$ cat src/rtl/fuse_seq_pkg.sv
package fuse_seq_pkg;
  typedef struct packed {
    logic load;
    logic setMask;
    logic setPwrA;
    logic setPwrB;
    logic clrIso;
    logic setIso;
    logic clrPwrB;
    logic clrPwrA;
    logic clrMask;
    logic timerClr;
    logic timerInc;
    logic issue;
    logic capture;
    logic setErr;
    logic done;
  } seqStrobe_t;

  typedef enum logic [3:0] {
    ST_IDLE, ST_PU_MASK, ST_PU_A, ST_PU_WAIT, ST_PU_B, ST_PU_ISO,
    ST_ISSUE, ST_ARM, ST_POLL,
    ST_PD_ISO, ST_PD_B, ST_PD_WAIT, ST_PD_A, ST_PD_MASK, ST_DONE
  } seqState_t;
endpackage

$ cat src/rtl/fuse_seq_ctl.sv
module fuse_seq_ctl
  import fuse_seq_pkg::*;
#(
  parameter int CNT_W = 11
) (
  input  logic             clk,
  input  logic             rstN,
  input  logic             startPulse,
  input  logic [CNT_W-1:0] byteCount,
  input  logic             macroReady,
  input  logic             lastByte,
  input  logic             settleHit,
  input  logic             timeoutHit,
  output seqStrobe_t       stb
);
  seqState_t state, nextState;

  always_ff @(posedge clk or negedge rstN) begin
    if (!rstN) state <= ST_IDLE;
    else       state <= nextState;
  end

  always_comb begin
    stb = '0;
    nextState = state;
    unique case (state)
      ST_IDLE: if (startPulse) begin
        stb.load = 1'b1;
        nextState = (byteCount == '0) ? ST_DONE : ST_PU_MASK;
      end
      ST_PU_MASK: begin stb.setMask = 1'b1; nextState = ST_PU_A; end
      ST_PU_A: begin stb.setPwrA = 1'b1; stb.timerClr = 1'b1; nextState = ST_PU_WAIT; end
      ST_PU_WAIT: begin
        stb.timerInc = 1'b1;
        if (settleHit) nextState = ST_PU_B;
      end
      ST_PU_B: begin stb.setPwrB = 1'b1; nextState = ST_PU_ISO; end
      ST_PU_ISO: begin stb.clrIso = 1'b1; nextState = ST_ISSUE; end
      ST_ISSUE: begin stb.issue = 1'b1; stb.timerClr = 1'b1; nextState = ST_ARM; end
      ST_ARM: nextState = ST_POLL;
      ST_POLL: begin
        if (macroReady) begin
          stb.capture = 1'b1;
          nextState = lastByte ? ST_PD_ISO : ST_ISSUE;
        end else if (timeoutHit) begin
          stb.setErr = 1'b1;
          nextState = ST_PD_ISO;
        end else begin
          stb.timerInc = 1'b1;
        end
      end
      ST_PD_ISO: begin stb.setIso = 1'b1; nextState = ST_PD_B; end
      ST_PD_B: begin stb.clrPwrB = 1'b1; stb.timerClr = 1'b1; nextState = ST_PD_WAIT; end
      ST_PD_WAIT: begin
        stb.timerInc = 1'b1;
        if (settleHit) nextState = ST_PD_A;
      end
      ST_PD_A: begin stb.clrPwrA = 1'b1; nextState = ST_PD_MASK; end
      ST_PD_MASK: begin stb.clrMask = 1'b1; nextState = ST_DONE; end
      ST_DONE: begin stb.done = 1'b1; nextState = ST_IDLE; end
      default: nextState = ST_IDLE;
    endcase
  end

  // a start is only taken in idle
  assert_start_only_idle_R10: assert property (@(posedge clk) disable iff (!rstN)
    stb.load |-> (state == ST_IDLE));
  // a byte is only captured after the request/arm cycles
  assert_capture_after_arm_R4: assert property (@(posedge clk) disable iff (!rstN)
    stb.capture |-> $past(state) inside {ST_ARM, ST_POLL});
endmodule

$ cat src/rtl/fuse_seq_dp.sv
module fuse_seq_dp
  import fuse_seq_pkg::*;
#(
  parameter int ADDR_W      = 11,
  parameter int CNT_W       = 11,
  parameter int SETTLE_CYC  = 250000,
  parameter int TIMEOUT_CYC = 250000000
) (
  input  logic              clk,
  input  logic              rstN,
  input  seqStrobe_t        stb,
  input  logic [ADDR_W-1:0] startAddr,
  input  logic [CNT_W-1:0]  byteCount,
  input  logic [7:0]        macroData,
  output logic              lastByte,
  output logic              settleHit,
  output logic              timeoutHit,
  output logic              macroMaskEn,
  output logic              macroPwrA,
  output logic              macroPwrB,
  output logic              macroIsolate,
  output logic              macroReq,
  output logic [ADDR_W-1:0] macroAddr,
  output logic              byteValid,
  output logic [7:0]        byteData,
  output logic              done,
  output logic              errBusy
);
  localparam int TMAX  = (TIMEOUT_CYC > SETTLE_CYC) ? TIMEOUT_CYC : SETTLE_CYC;
  localparam int TMR_W = $clog2(TMAX + 1);

  logic [ADDR_W-1:0] curAddr;
  logic [CNT_W-1:0]  remain;
  logic [TMR_W-1:0]  timer;

  assign lastByte   = (remain == CNT_W'(1));
  assign settleHit  = (timer == TMR_W'(SETTLE_CYC - 1));
  assign timeoutHit = (timer == TMR_W'(TIMEOUT_CYC - 1));

  always_ff @(posedge clk or negedge rstN) begin
    if (!rstN) begin
      curAddr <= '0;
      remain  <= '0;
      timer   <= '0;
    end else begin
      if (stb.load) begin
        curAddr <= startAddr;
        remain  <= byteCount;
      end else if (stb.capture) begin
        curAddr <= curAddr + ADDR_W'(1);
        remain  <= remain - CNT_W'(1);
      end
      if (stb.timerClr)      timer <= '0;
      else if (stb.timerInc) timer <= timer + TMR_W'(1);
    end
  end

  always_ff @(posedge clk or negedge rstN) begin
    if (!rstN) begin
      macroMaskEn  <= 1'b0;
      macroPwrA    <= 1'b0;
      macroPwrB    <= 1'b0;
      macroIsolate <= 1'b1;
      macroReq     <= 1'b0;
      macroAddr    <= '0;
      byteValid    <= 1'b0;
      byteData     <= '0;
      done         <= 1'b0;
      errBusy      <= 1'b0;
    end else begin
      if (stb.setMask)      macroMaskEn  <= 1'b1;
      else if (stb.clrMask) macroMaskEn  <= 1'b0;
      if (stb.setPwrA)      macroPwrA    <= 1'b1;
      else if (stb.clrPwrA) macroPwrA    <= 1'b0;
      if (stb.setPwrB)      macroPwrB    <= 1'b1;
      else if (stb.clrPwrB) macroPwrB    <= 1'b0;
      if (stb.clrIso)       macroIsolate <= 1'b0;
      else if (stb.setIso)  macroIsolate <= 1'b1;
      macroReq  <= stb.issue;
      if (stb.issue) macroAddr <= curAddr;
      byteValid <= stb.capture;
      if (stb.capture) byteData <= macroData;
      done <= stb.done;
      if (stb.load)        errBusy <= 1'b0;
      else if (stb.setErr) errBusy <= 1'b1;
    end
  end

  // Monitor: cycles spent with stage A on and stage B off (saturating)
  localparam int SW = $clog2(SETTLE_CYC + 2);
  logic [SW-1:0] settleMon;
  always_ff @(posedge clk or negedge rstN) begin
    if (!rstN) settleMon <= '0;
    else if (!(macroPwrA && !macroPwrB)) settleMon <= '0;
    else if (settleMon != SW'(SETTLE_CYC)) settleMon <= settleMon + SW'(1);
  end

  assert_settle_window_R3: assert property (@(posedge clk) disable iff (!rstN)
    ($rose(macroPwrB) || $fell(macroPwrA)) |-> (settleMon == SW'(SETTLE_CYC)));
  assert_pwrb_needs_stage_a_R2: assert property (@(posedge clk) disable iff (!rstN)
    $rose(macroPwrB) |-> (macroPwrA && macroMaskEn));
  assert_open_needs_power_R2: assert property (@(posedge clk) disable iff (!rstN)
    $fell(macroIsolate) |-> macroPwrB);
  assert_pwrb_off_isolated_R6: assert property (@(posedge clk) disable iff (!rstN)
    $fell(macroPwrB) |-> macroIsolate);
  assert_mask_off_unpowered_R6: assert property (@(posedge clk) disable iff (!rstN)
    $fell(macroMaskEn) |-> (!macroPwrA && !macroPwrB));
  assert_req_only_open_R4: assert property (@(posedge clk) disable iff (!rstN)
    (macroReq || byteValid) |-> (!macroIsolate && macroPwrB));
  assert_valid_single_R4: assert property (@(posedge clk) disable iff (!rstN)
    byteValid |=> !byteValid);
  assert_done_single_R8: assert property (@(posedge clk) disable iff (!rstN)
    done |=> !done);
  assert_done_powered_down_R8: assert property (@(posedge clk) disable iff (!rstN)
    done |-> (macroIsolate && !macroPwrA && !macroPwrB && !macroMaskEn));
endmodule

$ cat src/rtl/fuse_read_seq.sv
module fuse_read_seq
  import fuse_seq_pkg::*;
#(
  parameter int ADDR_W      = 11,
  parameter int CNT_W       = 11,
  parameter int SETTLE_CYC  = 250000,
  parameter int TIMEOUT_CYC = 250000000
) (
  input  logic              clk,
  input  logic              rstN,
  input  logic              startPulse,
  input  logic [ADDR_W-1:0] startAddr,
  input  logic [CNT_W-1:0]  byteCount,
  output logic              macroMaskEn,
  output logic              macroPwrA,
  output logic              macroPwrB,
  output logic              macroIsolate,
  output logic              macroReq,
  output logic [ADDR_W-1:0] macroAddr,
  input  logic              macroReady,
  input  logic [7:0]        macroData,
  output logic              byteValid,
  output logic [7:0]        byteData,
  output logic              done,
  output logic              errBusy
);
  seqStrobe_t stb;
  logic lastByte, settleHit, timeoutHit;

  fuse_seq_ctl #(.CNT_W(CNT_W)) u_ctl (
    .clk(clk), .rstN(rstN), .startPulse(startPulse), .byteCount(byteCount),
    .macroReady(macroReady), .lastByte(lastByte), .settleHit(settleHit),
    .timeoutHit(timeoutHit), .stb(stb));

  fuse_seq_dp #(.ADDR_W(ADDR_W), .CNT_W(CNT_W), .SETTLE_CYC(SETTLE_CYC),
                .TIMEOUT_CYC(TIMEOUT_CYC)) u_dp (
    .clk(clk), .rstN(rstN), .stb(stb), .startAddr(startAddr), .byteCount(byteCount),
    .macroData(macroData), .lastByte(lastByte), .settleHit(settleHit),
    .timeoutHit(timeoutHit), .macroMaskEn(macroMaskEn), .macroPwrA(macroPwrA),
    .macroPwrB(macroPwrB), .macroIsolate(macroIsolate), .macroReq(macroReq),
    .macroAddr(macroAddr), .byteValid(byteValid), .byteData(byteData),
    .done(done), .errBusy(errBusy));

  // a zero-count start never touches the macro controls
  assert_zero_count_quiet_R9: assert property (@(posedge clk) disable iff (!rstN)
    (stb.load && byteCount == '0) |=> (!macroMaskEn && macroIsolate));
endmodule

$ cat config.mk
export PLATFORM = sky130hd
export DESIGN_NAME = fuse_read_seq
export DESIGN_NICKNAME = d
export VERILOG_FILES = /design/src/rtl/fuse_seq_pkg.sv /design/src/rtl/fuse_seq_ctl.sv /design/src/rtl/fuse_seq_dp.sv /design/src/rtl/fuse_read_seq.sv
export SDC_FILE = /design/constraint.sdc
export NUM_CORES = 1
export LEC_CHECK = 0
export ABC_AREA = 1
export BUFFER_PORTS_ARGS = -buffer_cell sky130_fd_sc_hd__buf_4
export CORE_MARGIN = 2
export CORE_UTILIZATION = 35
export CTS_CLUSTER_SIZE = 28
export DETAILED_ROUTE_END_ITERATION = 10
export PLACE_DENSITY_LB_ADDON = 0.1
export RECOVER_POWER = 50
export SYNTH_ARGS = -nofsm -noshare
export SYNTH_HDL_FRONTEND = slang
export SYNTH_SLANG_ARGS = --single-unit
$ cat constraint.sdc
create_clock -name clk -period 5 [get_ports clk]
set_clock_uncertainty 0.15 [all_clocks]
set_input_delay 0.75 -clock clk [delete_from_list [all_inputs] [get_ports clk]]
set_output_delay 0.75 -clock clk [all_outputs]
set_load 0.05 [all_outputs]
==> key figures <==
Clocking
  – TritonCTS clock tree: yes
  – Root Driver: clkbuf_16
  – Post_cts resized: 0
  – CTS max path bufs: 2
  – TritonCTS Buffers: 9
  – Clock latency on the worst-skew pair: 340 ps
  – Worst-path clk slew: 70 ps
  – # hold bufs at CTS: 0
  – H-Tree Depth: 3
  – Clk sinks: 81
  – Post CTS Setup Buffer Count: 0

Critical path
  – Slowest stage delay, CP: 490 ps
  – Crit end category: flop
  – CP top delay family: simple AND/OR/NAND/NOR gates
  – CP Launch Type: flop
  – Worst setup path class: reg -> reg
  – Worst path cell trace: inv_1 -> nand2_1 -> nor2_2 -> nand2_1 -> nand2_2 -> inv_2 -> nand2_1 -> o21ai_0 -> o21bai_1
  – CP dominant cell by count: nand2_1
  – Critical Path RT: 5060 ps
  – WP buf/inv: 2
  – Arr. time, crit path: 2640 ps
  – Worst-path fanout max: 22
  – Slowest library cell on the worst path: nand2_1

Synth
  – Most frequent cell after synthesis: nand2_1
  – Syn Area/Cell: 7.12 sq um
  – Mapped Nets: 725
  – Yosys warnings: 0
  – Synthesized cell area: 4890 sq um
  – Synth Register Bits: 81
  – Cell taking the most area after synthesis: dfrtp_1
  – Commonest cells post-synth: 226 x nand2_1, 91 x nor2_1, 80 x dfrtp_1, 68 x inv_1, 55 x nand3_1
  – Main synth FF type: dfrtp_1
  – Seq/Total Area, Yosys: 41.5%
  – Cells after synthesis: 687
  – Async SR Flop Fraction: 100%
  – Area contributors post-synth: dfrtp_1 41%, nand2_1 17%, nor2_1 7.0%
  – Top cell type's share of synthesized area: 40.9%
  – Synth unique cells: 32
  – Post-synth EDFFs: 0

Timing
  – Setup TNS: 0 ps
  – Unrepaired setup endpoints after global routing: false
  – Slew @ Worst Pin: 2050 ps
  – Final setup fails: 0
  – Max_slew headroom: -36.9%
  – Final Hold Viols: 0
  – Period utilization: 51.7%
  – Crit path time final: 2580 ps
  – Max Slew Vio Count: 82
  – Fmax: 387 MHz

Floorplan
  – Starting density of the core: 35.5%
  – Core Area: 13,800 sq um
  – Die W: 122 um
  – IO Count: 61
  – Num rows: 43
  – Die height: 122 um
  – Total Die Area: 14,900 sq um

GRT
  – Gr usage total: 18.5%
  – First-pass GRT wire length: 22,000 um
  – Initial antenna violation count: 0
  – GRT Residual Overflow: 0
  – Vias in the first global route: 4,514
  – Largest net degree at the start of global routing: 82

Finish
  – Reg area: 2030 sq um
  – Area taken by multi-input logic gates: 2460 sq um
  – Filler cell count: 1,492
  – Final #Nets: 778
  – Antenna Cells: 0
  – Syn-to-layout area delta: 16.8%
  – Share of layout cells above drive strength 1: 11.8%
  – Finished Core Util: 41.5%

Drt
  – Routed vias/inst: 4.91
  – # DRC: 0
  – Drt total wl: 12,900 um
  – Via Count: 4,538
  – DRT iter0 DRCs: 318
  – ANT nets after route: 0
  – Per-cell routed wire length: 14.0 um
  – TritonRoute pass-1 iters: 5

Run
  – MaxCap Viol Count: 1

Placement
  – Hpwl dp: 9110 um
  – # port buffers: 60
  – Routability Congestion: 0.887

Pwr
  – Pwr per Cell Area: 238 nW/um^2
  – Leak Pwr: 2.87 nW
  – Worst IR Drop VDD: 131 uV

Run status
  – Violated checks: capacitance limit, slew limit
  – Status: finished with violations

Hold path
  – Worst Hold Class: reg -> reg
[registers in the layout, indices dropped and copies added (netlist names), 4 cells and up]
register,cells
u_ctl.state,4
u_dp.byteData,8
u_dp.curAddr,11
u_dp.remain,11
u_dp.timer,28
u_dp.macroAddr,11
[cell type report]
type,instances,share of cell area (%)
Multi-Input combinational cell,513,43.1
Tap cell,180,3.94
Clock inverter,6,0.877
Sequential cell,81,35.5
Timing Repair Buffer,63,7.78
Clock buffer,10,4.01
Inverter,72,4.73
[power breakdown]
part           total (mW)  internal, mW  switching (mW)
clock               0.642         0.345           0.297
sequential          0.660         0.658         0.00188
combinational      0.0578        0.0223          0.0354
total                1.36          1.03           0.334
[worst paths after layout]
| kind | start | to | slack [ps] | cells past startpoint |
|---|---|---|---|---|
| hold reg to reg | u_dp.macroIsolate | u_dp.macroIsolate | 330 | 2 |
| min in group asynchronous | rstN | u_dp.timer[20] | 850 | 1 |
| setup reg to reg | u_ctl.state[3] | u_dp.remain[7] | 2420 | 9 |
| max in group asynchronous | rstN | u_dp.timer[15] | 2650 | 1 |
| hold / removal | u_dp.macroIsolate | u_dp.macroIsolate | 330 | 2 |
| setup / recovery | u_ctl.state[3] | u_dp.remain[7] | 2420 | 9 |
[worst register-to-register path: stages (launching register included)]
cell and delay (ps):
dfrtp_1 400, inv_1 150, nand2_1 120, nor2_2 190, nand2_1 490, nand2_2 460, inv_2 150, nand2_1 80
o21ai_0 70, o21bai_1 180
[metrics by stage]
stage | hold WS (ps) | power, mW | std cells | worst slack (ps) | area [sq um]
4_1_cts | 331 | 1.39 | 925 | 2420 | 5740
6_report | 327 | 1.36 | 925 | 2420 | 5710
3_5_place_dp | 314 | 0.733 | 909 | 2420 | 5460
2_1_floorplan | 304 | 0.690 | 687 | 3260 | 4890
3_3_place_gp | 313 | 0.733 | 909 | 2470 | 5460
5_1_grt | 362 | 1.42 | 925 | 2180 | 5710
[layout by cell type (no fill, tap or decap), types with 3 or more instances in the layout]
cell type	synthesis	layout
o21ai_1	5	5
xnor2_1	5	5
xor2_1	23	23
o21bai_1	3	3
clkbuf_1	4	8
a21oi_1	9	9
nor2_2	6	5
o211ai_1	6	6
inv_6	0	3
nand3b_1	11	11
inv_1	68	68
nand4_1	31	31
ha_1	4	4
nand2_2	3	3
o21ai_0	17	17
nand3_1	55	55
nand2_1	226	226
nor2_1	91	92
inv_2	3	3
o221ai_1	6	6
nor3_1	3	3
clkbuf_16	0	9
buf_4	3	55
dfrtp_1	80	80
[layer usage]
| metal | GRT usage (%) | up-vias | part of all wire (%) |
|---|---|---|---|
| met2 | 31.0 | 116 | 48 |
| met1 | 23.8 | 2104 | 45 |
| met4 | 5.68 | 0 | 1.9 |
| li1 | - | 2298 | - |
| met3 | 4.31 | 20 | 4.7 |
| met5 | 0 | - | 0 |
[cell families (layout without fill, tap and decap cells)]
logic type / after synthesis / count (layout) / share of synthesized area [%]
buffers and inverters: 93 / 151 / 8.11
flip-flops: 81 / 81 / 41.5
XOR/XNOR: 28 / 28 / 5.02
adder cells (fa/ha/maj): 4 / 4 / 1.02
AO/OA/AOI/OAI: 50 / 50 / 6.19
AND/OR/NAND/NOR: 431 / 431 / 38.2
Note: power is estimated with default switching activity, not from simulation.
